## src/rtl/fa_pkg.sv

```systemverilog
package fa_pkg;

   typedef enum logic {
      ST_SEARCH = 1'b0,
      ST_RUN    = 1'b1
   } fa_state_e;

endpackage

```

## src/rtl/fa_lane_buf.sv

```systemverilog
// One circular buffer per bus. The write side runs every cycle, and the read
// pointer is loaded once at pairing time and then advanced in lock step.
module fa_lane_buf #(
   parameter int DATA_W = 12,
   parameter int ADDR_W = 5
) (
   input  logic              clk,
   input  logic              rst,
   input  logic [DATA_W-1:0] wr_data,
   input  logic              wr_strb,
   input  logic              load,
   input  logic [ADDR_W-1:0] load_ptr,
   input  logic              advance,
   output logic [DATA_W-1:0] head_data,
   output logic              head_strb,
   output logic [ADDR_W-1:0] wr_ptr
);

   localparam int DEPTH   = 1 << ADDR_W;
   localparam int ENTRY_W = DATA_W + 1;

   logic [ENTRY_W-1:0] mem [DEPTH];
   logic [ADDR_W-1:0]  rd_ptr;

   always_ff @(posedge clk) begin
      if (!rst) begin
         mem[wr_ptr] <= {wr_strb, wr_data};
      end
   end

   always_ff @(posedge clk) begin
      if (rst) begin
         wr_ptr <= '0;
         rd_ptr <= '0;
      end else begin
         wr_ptr <= wr_ptr + 1'b1;
         if (load) begin
            rd_ptr <= load_ptr;
         end else if (advance) begin
            rd_ptr <= rd_ptr + 1'b1;
         end
      end
   end

   assign {head_strb, head_data} = mem[rd_ptr];

endmodule

```

## src/rtl/fa_acquire.sv

```systemverilog
// Pairs the strobes seen at the buffer inputs. The first strobe opens a
// window of MAX_SKEW cycles. Each bus records the write address of its
// strobe, and lock fires once every bus has been seen.
module fa_acquire #(
   parameter int NUM_BUS  = 2,
   parameter int ADDR_W   = 5,
   parameter int MAX_SKEW = 7
) (
   input  logic                      clk,
   input  logic                      rst,
   input  logic                      enable,
   input  logic [NUM_BUS-1:0]        strb,
   input  logic [NUM_BUS*ADDR_W-1:0] wr_ptrs,
   output logic                      lock,
   output logic [NUM_BUS*ADDR_W-1:0] start_ptrs
);

   localparam int CNT_W = $clog2(MAX_SKEW + 1);

   logic [NUM_BUS-1:0]        seen;
   logic [NUM_BUS-1:0]        seen_nxt;
   logic [NUM_BUS*ADDR_W-1:0] rec;
   logic                      win_open;
   logic [CNT_W-1:0]          win_cnt;

   assign seen_nxt = seen | strb;
   assign lock     = enable && (&seen_nxt);

   always_comb begin
      for (int b = 0; b < NUM_BUS; b++) begin
         start_ptrs[b*ADDR_W +: ADDR_W] = seen[b] ? rec[b*ADDR_W +: ADDR_W]
                                                  : wr_ptrs[b*ADDR_W +: ADDR_W];
      end
   end

   always_ff @(posedge clk) begin
      if (rst) begin
         rec <= '0;
      end else begin
         for (int b = 0; b < NUM_BUS; b++) begin
            if (strb[b] && !seen[b]) begin
               rec[b*ADDR_W +: ADDR_W] <= wr_ptrs[b*ADDR_W +: ADDR_W];
            end
         end
      end
   end

   always_ff @(posedge clk) begin
      if (rst || !enable || lock) begin
         seen     <= '0;
         win_open <= 1'b0;
         win_cnt  <= '0;
      end else if (!win_open) begin
         if (|strb) begin
            win_open <= 1'b1;
            seen     <= strb;
            win_cnt  <= CNT_W'(1);
         end
      end else if (win_cnt == CNT_W'(MAX_SKEW)) begin
         seen     <= '0;
         win_open <= 1'b0;
         win_cnt  <= '0;
      end else begin
         seen    <= seen_nxt;
         win_cnt <= win_cnt + 1'b1;
      end
   end

endmodule

```

## src/rtl/fa_frame_check.sv

```systemverilog
// Tracks the frame position of the words being read and compares every
// lane's strobe bit with it. Counts clean frame starts for the aligned flag.
module fa_frame_check #(
   parameter int NUM_BUS   = 2,
   parameter int FRAME_LEN = 16
) (
   input  logic               clk,
   input  logic               rst,
   input  logic               run,
   input  logic [NUM_BUS-1:0] head_strb,
   output logic               mismatch,
   output logic               aligned
);

   localparam int POS_W = $clog2(FRAME_LEN);

   logic [POS_W-1:0] pos;
   logic [1:0]       good_cnt;
   logic             at_start;

   assign at_start = (pos == '0);
   assign mismatch = run && (head_strb != {NUM_BUS{at_start}});

   always_ff @(posedge clk) begin
      if (rst || !run || mismatch) begin
         pos      <= '0;
         good_cnt <= '0;
         aligned  <= 1'b0;
      end else begin
         pos <= (pos == POS_W'(FRAME_LEN - 1)) ? '0 : pos + 1'b1;
         if (at_start && good_cnt != 2'd2) begin
            good_cnt <= good_cnt + 1'b1;
         end
         if (at_start && good_cnt != 2'd0) begin
            aligned <= 1'b1;
         end
      end
   end

endmodule

```

## src/rtl/strobe_frame_aligner.sv

```systemverilog
module strobe_frame_aligner #(
   parameter int NUM_BUS   = 2,
   parameter int DATA_W    = 12,
   parameter int FRAME_LEN = 16,
   parameter int MAX_SKEW  = FRAME_LEN / 2 - 1
) (
   input  logic                      clk,
   input  logic                      rst,
   input  logic [NUM_BUS*DATA_W-1:0] in_data,
   input  logic [NUM_BUS-1:0]        in_strb,
   output logic [NUM_BUS*DATA_W-1:0] out_data,
   output logic                      out_valid,
   output logic                      aligned,
   output logic                      align_err
);

   import fa_pkg::*;

   localparam int ADDR_W = $clog2(2 * FRAME_LEN);
   localparam int BUS_W  = NUM_BUS * DATA_W;
   localparam int PTR_W  = NUM_BUS * ADDR_W;

   if (NUM_BUS < 2) begin : g_chk_buses
      $error("strobe_frame_aligner: NUM_BUS must be at least 2");
   end
   if (DATA_W < 1) begin : g_chk_width
      $error("strobe_frame_aligner: DATA_W must be at least 1");
   end
   if (FRAME_LEN < 2) begin : g_chk_frame
      $error("strobe_frame_aligner: FRAME_LEN must be at least 2");
   end
   if (MAX_SKEW < 1 || 2 * MAX_SKEW >= FRAME_LEN) begin : g_chk_skew
      $error("strobe_frame_aligner: MAX_SKEW must lie in 1 .. FRAME_LEN/2 - 1");
   end

   fa_state_e          state;
   logic               run;
   logic               lock;
   logic               mismatch;
   logic [BUS_W-1:0]   head_data;
   logic [NUM_BUS-1:0] head_strb;
   logic [PTR_W-1:0]   wr_ptrs;
   logic [PTR_W-1:0]   start_ptrs;

   assign run = (state == ST_RUN);

   for (genvar g = 0; g < NUM_BUS; g++) begin : g_lane
      fa_lane_buf #(
         .DATA_W (DATA_W),
         .ADDR_W (ADDR_W)
      ) i_lane (
         .clk       (clk),
         .rst       (rst),
         .wr_data   (in_data[g*DATA_W +: DATA_W]),
         .wr_strb   (in_strb[g]),
         .load      (lock),
         .load_ptr  (start_ptrs[g*ADDR_W +: ADDR_W]),
         .advance   (run),
         .head_data (head_data[g*DATA_W +: DATA_W]),
         .head_strb (head_strb[g]),
         .wr_ptr    (wr_ptrs[g*ADDR_W +: ADDR_W])
      );
   end

   fa_acquire #(
      .NUM_BUS  (NUM_BUS),
      .ADDR_W   (ADDR_W),
      .MAX_SKEW (MAX_SKEW)
   ) i_acquire (
      .clk        (clk),
      .rst        (rst),
      .enable     (!run),
      .strb       (in_strb),
      .wr_ptrs    (wr_ptrs),
      .lock       (lock),
      .start_ptrs (start_ptrs)
   );

   fa_frame_check #(
      .NUM_BUS   (NUM_BUS),
      .FRAME_LEN (FRAME_LEN)
   ) i_check (
      .clk       (clk),
      .rst       (rst),
      .run       (run),
      .head_strb (head_strb),
      .mismatch  (mismatch),
      .aligned   (aligned)
   );

   always_ff @(posedge clk) begin
      if (rst) begin
         state <= ST_SEARCH;
      end else begin
         case (state)
            ST_SEARCH: if (lock)     state <= ST_RUN;
            ST_RUN:    if (mismatch) state <= ST_SEARCH;
            default:                 state <= ST_SEARCH;
         endcase
      end
   end

   always_ff @(posedge clk) begin
      if (rst) begin
         out_data  <= '0;
         out_valid <= 1'b0;
         align_err <= 1'b0;
      end else begin
         out_valid <= run && !mismatch;
         align_err <= mismatch;
         if (run && !mismatch) begin
            out_data <= head_data;
         end
      end
   end

endmodule

```

## config.mk

```make
export PLATFORM = sky130hd
export DESIGN_NAME = strobe_frame_aligner
export DESIGN_NICKNAME = d
export VERILOG_FILES = /design/src/rtl/fa_pkg.sv /design/src/rtl/fa_lane_buf.sv /design/src/rtl/fa_acquire.sv /design/src/rtl/fa_frame_check.sv /design/src/rtl/strobe_frame_aligner.sv
export SDC_FILE = /design/constraint.sdc
export NUM_CORES = 1
export LEC_CHECK = 0
export BUFFER_PORTS_ARGS = -buffer_cell sky130_fd_sc_hd__buf_2
export CORE_UTILIZATION = 35
export DETAILED_ROUTE_END_ITERATION = 8
export HOLD_SLACK_MARGIN = 0.06
export MAX_ROUTING_LAYER = met4
export SYNTH_ARGS = -nofsm -noshare
export SYNTH_HDL_FRONTEND = slang
export SYNTH_SLANG_ARGS = --single-unit
```

## constraint.sdc

```tcl
create_clock -name clk -period 4.02 [get_ports clk]
set_input_delay 0.603 -clock clk [delete_from_list [all_inputs] [get_ports clk]]
set_output_delay 0.603 -clock clk [all_outputs]
set_load 0.01 [all_outputs]
```

==> summary.md <==
| Metric | Value |
|---|---|
| DRT antenna net count | `0` |
| Port bufs | `54` |
| First-pass GRT wire length | `115 mm` |
| Initial drt markers | `1337` |
| DP Cell Count | `3114` |
| Clock group share of total power | `0.419` |
| Final setup viols | `0` |
| Gate power share | `0.072` |
| Sequential share of power | `0.509` |
| Hpwl dp | `45.9 mm` |
| Num CTS Buffers | `slightly above 90` |
| Mean post-synth cell area | `21.0 µm²` |
| CP Class | `flip-flop to flip-flop` |
| RePlAce Congestion | `roughly 0.78` |
| Fill count | `8967` |
| Die area | `around 100000 µm²` |
| Setup Fix Bufs, Post-CTS | `0` |
| GRT Overall Usage | `0.156` |
| Worst Hold Class | `input pin to flip-flop` |
| Most common cell after layout, fill and taps aside | `edfxtp_1` |
| R2R depth | `7` |
| Root buf cell | `clkbuf_16` |
| Power Density | `507 nW/µm²` |
| Post-synth EDFFs | `832` |
| Post-Route WL | `about 79 mm` |
| Relative slew slack | `0.262` |
| Min-Delay Path Depth | `1` |
| Die X-Extent | `~320 µm` |
| GR Overflow Total | `0` |
| Status | `complete, no violations` |
| Critical R2R Capture | `out_data[0]` |
| LEAKAGE | `12.9 nW` |
| Post-CTS Hold Fix Bufs | `0` |
| Cell Area, Synth | `35900 µm²` |
| Post-Synth Adder-Cell Area | `0.00557` |
| Internal cell power | `roughly 16 mW` |
| Vias in the first global route | `17400` |
| Initial antenna violation count | `11` |
| Final non-filler cell total | `approximately 3300` |
| Compound-Gate Fraction of Synth Area | `0.0124` |
| Distinct cell type count after synthesis | `50` |
| Via density | `~5` |
| Switching share of power | `0.214` |
| Net Switching | `4.45 mW` |
| Synth warn | `0` |
| Starting Density | `0.353` |
| Layout Area Growth over Synthesis | `14.2%` |
| XOR/XNOR share of the synthesized area | `0.00219` |
| CP arrival | `about 3700 ps` |
| Critical Path RT | `around 4600 ps` |
| Max Fclk | `about 0.32 GHz` |
| Drt wl/cell | `23.9 µm` |
| CP startpoint kind | `flip-flop` |
| Share of cells above drive strength 1 | `0.274` |
| Clk pin slew, worst setup/hold paths | `60 ps` |
| Period utilization | `0.781` |
| Core area | `between 100000 and 150000 µm²` |
| # DRC | `0` |
| Top Ports | `between 50 and 60` |
| Syn nets | `1755` |
| Htree depth | `3` |
| TNS Setup | `0 ps` |
| Slew Viols, Final | `0` |
| Post-synthesis instance total | `1711` |
| Worst min-delay path endpoint | `g_lane[1].i_lane.mem[1][12]` |
| Clock Skew | `19.2 ps` |
| Main combinational cell family by area after synthesis | `multiplexers` |
| CTS tree | `done` |
| FF-to-FF setup slack | `880 ps` |
| Worst Tran Pin Value | `1100 ps` |
| Vias | `between 15000 and 20000` |
| Pre-antenna DRT Iters | `5` |
| FF+latch count, synth | `912` |
| CTS Buffer Depth | `3` |
| Post-synthesis async set-or-reset flop share | `0` |
| Register area share after synthesis | `0.740` |
| CP Max Fanout | `34` |
| HP Start | `in_strb[1]` |
| Final Hold Viols | `0` |
| Min Tclk post-route | `3140 ps` |
| VDD IR max | `473 µV` |
| Commonest register cell after synthesis | `edfxtp_1` |
| Row cnt | `117` |
| Commonest non-fill, non-tap cells in the layout | `edfxtp_1, mux4_2, nor2_1` |
| Finished Core Util | `0.403` |
| NumNets Final | `1883` |
| # clock sinks | `912` |
| Clk_lat worst skew | `660 ps` |
| Max_cap viols | `0` |
| Synth Area in Simple Gates | `0.0334` |
| DIE HEIGHT | `322 µm` |
| Design Power | `20.8 mW` |
| Mux contribution to synthesized area | `0.186` |
| Crit path capture type | `flip-flop` |
| Unrepaired setup endpoints after global routing | `no` |
| Largest net degree at the start of global routing | `48` |
| CTS resizes | `0` |
## per-stage QoR
step	hold slack, ps	cell area [µm²]	worst slack [ps]
final	351	41000	881
after global routing	340	41000	613
after CTS	322	41000	835
after detailed placement	449	37900	853
after global placement	439	37900	920
after floorplan	430	35900	1650
## worst max-delay path: stages, from the launching register on
cell and delay, ps:
dfxtp_4 780, nor2b_1 350, a22oi_1 130, and3_1 180, a31oi_1 350, nand3_1 150
a2bb2o_4 720, mux2_4 350
## power groups by stage
stage | logic (mW) | registers [mW] | clock network (mW)
global route | 1.60 | 10.6 | 9.19
detailed placement | 1.52 | 10.8 | 0
global placement | 1.49 | 10.8 | 0
finish | 1.49 | 10.6 | 8.72
CTS | 1.53 | 10.6 | 8.87
floorplan | 1.17 | 10.7 | 0
## logic make-up (layout without fill, tap and decap cells)
kind of cell | Yosys count | after routing
AND/OR/NAND/NOR | 253 | 253
flip-flops | 912 | 912
AO/OA/AOI/OAI | 66 | 66
other | 0 | 8
adder cells (fa/ha/maj) | 16 | 16
XOR/XNOR | 9 | 9
buffers and inverters | 114 | 317
multiplexers | 341 | 341
## worst max path at each step
stage               from            to  slack, ps
2_1_floorplan  flip-flop  out_data[23]       1650
3_3_place_gp   flip-flop   out_data[1]        920
3_5_place_dp   flip-flop  out_data[15]        850
4_1_cts        flip-flop   out_data[0]        840
5_1_grt        flip-flop  out_data[23]        610
6_report       flip-flop   out_data[0]        880
## synth_stat cells (2+ instances only)
master	instances	area share
a211oi_1	8	0.0017
edfxtp_1	832	0.70
nor3_1	9	0.0013
nor2_1	139	0.015
buf_12	2	0.0011
mux2i_1	73	0.020
or3b_2	4	0.00098
and2_1	4	0.00070
nand2_1	15	0.0016
nor4b_1	3	0.00073
buf_4	4	0.00084
a22oi_1	9	0.0019
ha_1	16	0.0056
and2b_1	3	0.00063
xnor2_1	5	0.0012
buf_2	14	0.0020
a21o_1	3	0.00063
nand3_1	15	0.0021
mux4_1	35	0.026
a31oi_2	3	0.0010
buf_8	4	0.0017
nand3b_1	6	0.0013
and3_1	7	0.0012
inv_1	11	0.0011
mux2_2	4	0.0013
mux4_2	205	0.13
clkbuf_8	2	0.00077
clkbuf_1	51	0.0053
nand2b_1	15	0.0026
a21oi_1	32	0.0045
or3_1	3	0.00052
xor2_1	4	0.00098
dfxtp_1	80	0.045
mux2_4	24	0.010
a41oi_1	2	0.00049
buf_6	23	0.0072
nor2b_1	29	0.0051
## layout make-up
type                    count  area (µm²)  area share
flip-flops and latches    912       26600       0.648
multi-input cells         685        8600       0.210
clock buffers             119        2510      0.0612
well taps                1368        1710      0.0417
repair buffers            138         966      0.0235
clock inverters            49         579      0.0141
inverters                  11        41.3     0.00101
diodes                      8        20.0    0.000488
## registers in the layout, summed over array words and instances (netlist names), named ones only
name                  flops
g_lane.i_lane.mem       832
out_data                 24
g_lane.i_lane.rd_ptr     10
g_lane.i_lane.wr_ptr     10
i_acquire.rec            10
i_check.pos               4
i_acquire.win_cnt         3
i_acquire.seen            2
i_check.good_cnt          2
align_err                 1
i_acquire.win_open        1
i_check.aligned           1
out_valid                 1
run                       1
## layer usage
metal  global-route usage  vias up  share of wire
li1                     -     7268              -
met1                0.191     8873           0.41
met2                0.267      431           0.51
met3               0.0283      120          0.052
met4               0.0420        0          0.021
met5                    -        -              0
Power figures use the tool's default switching activity.
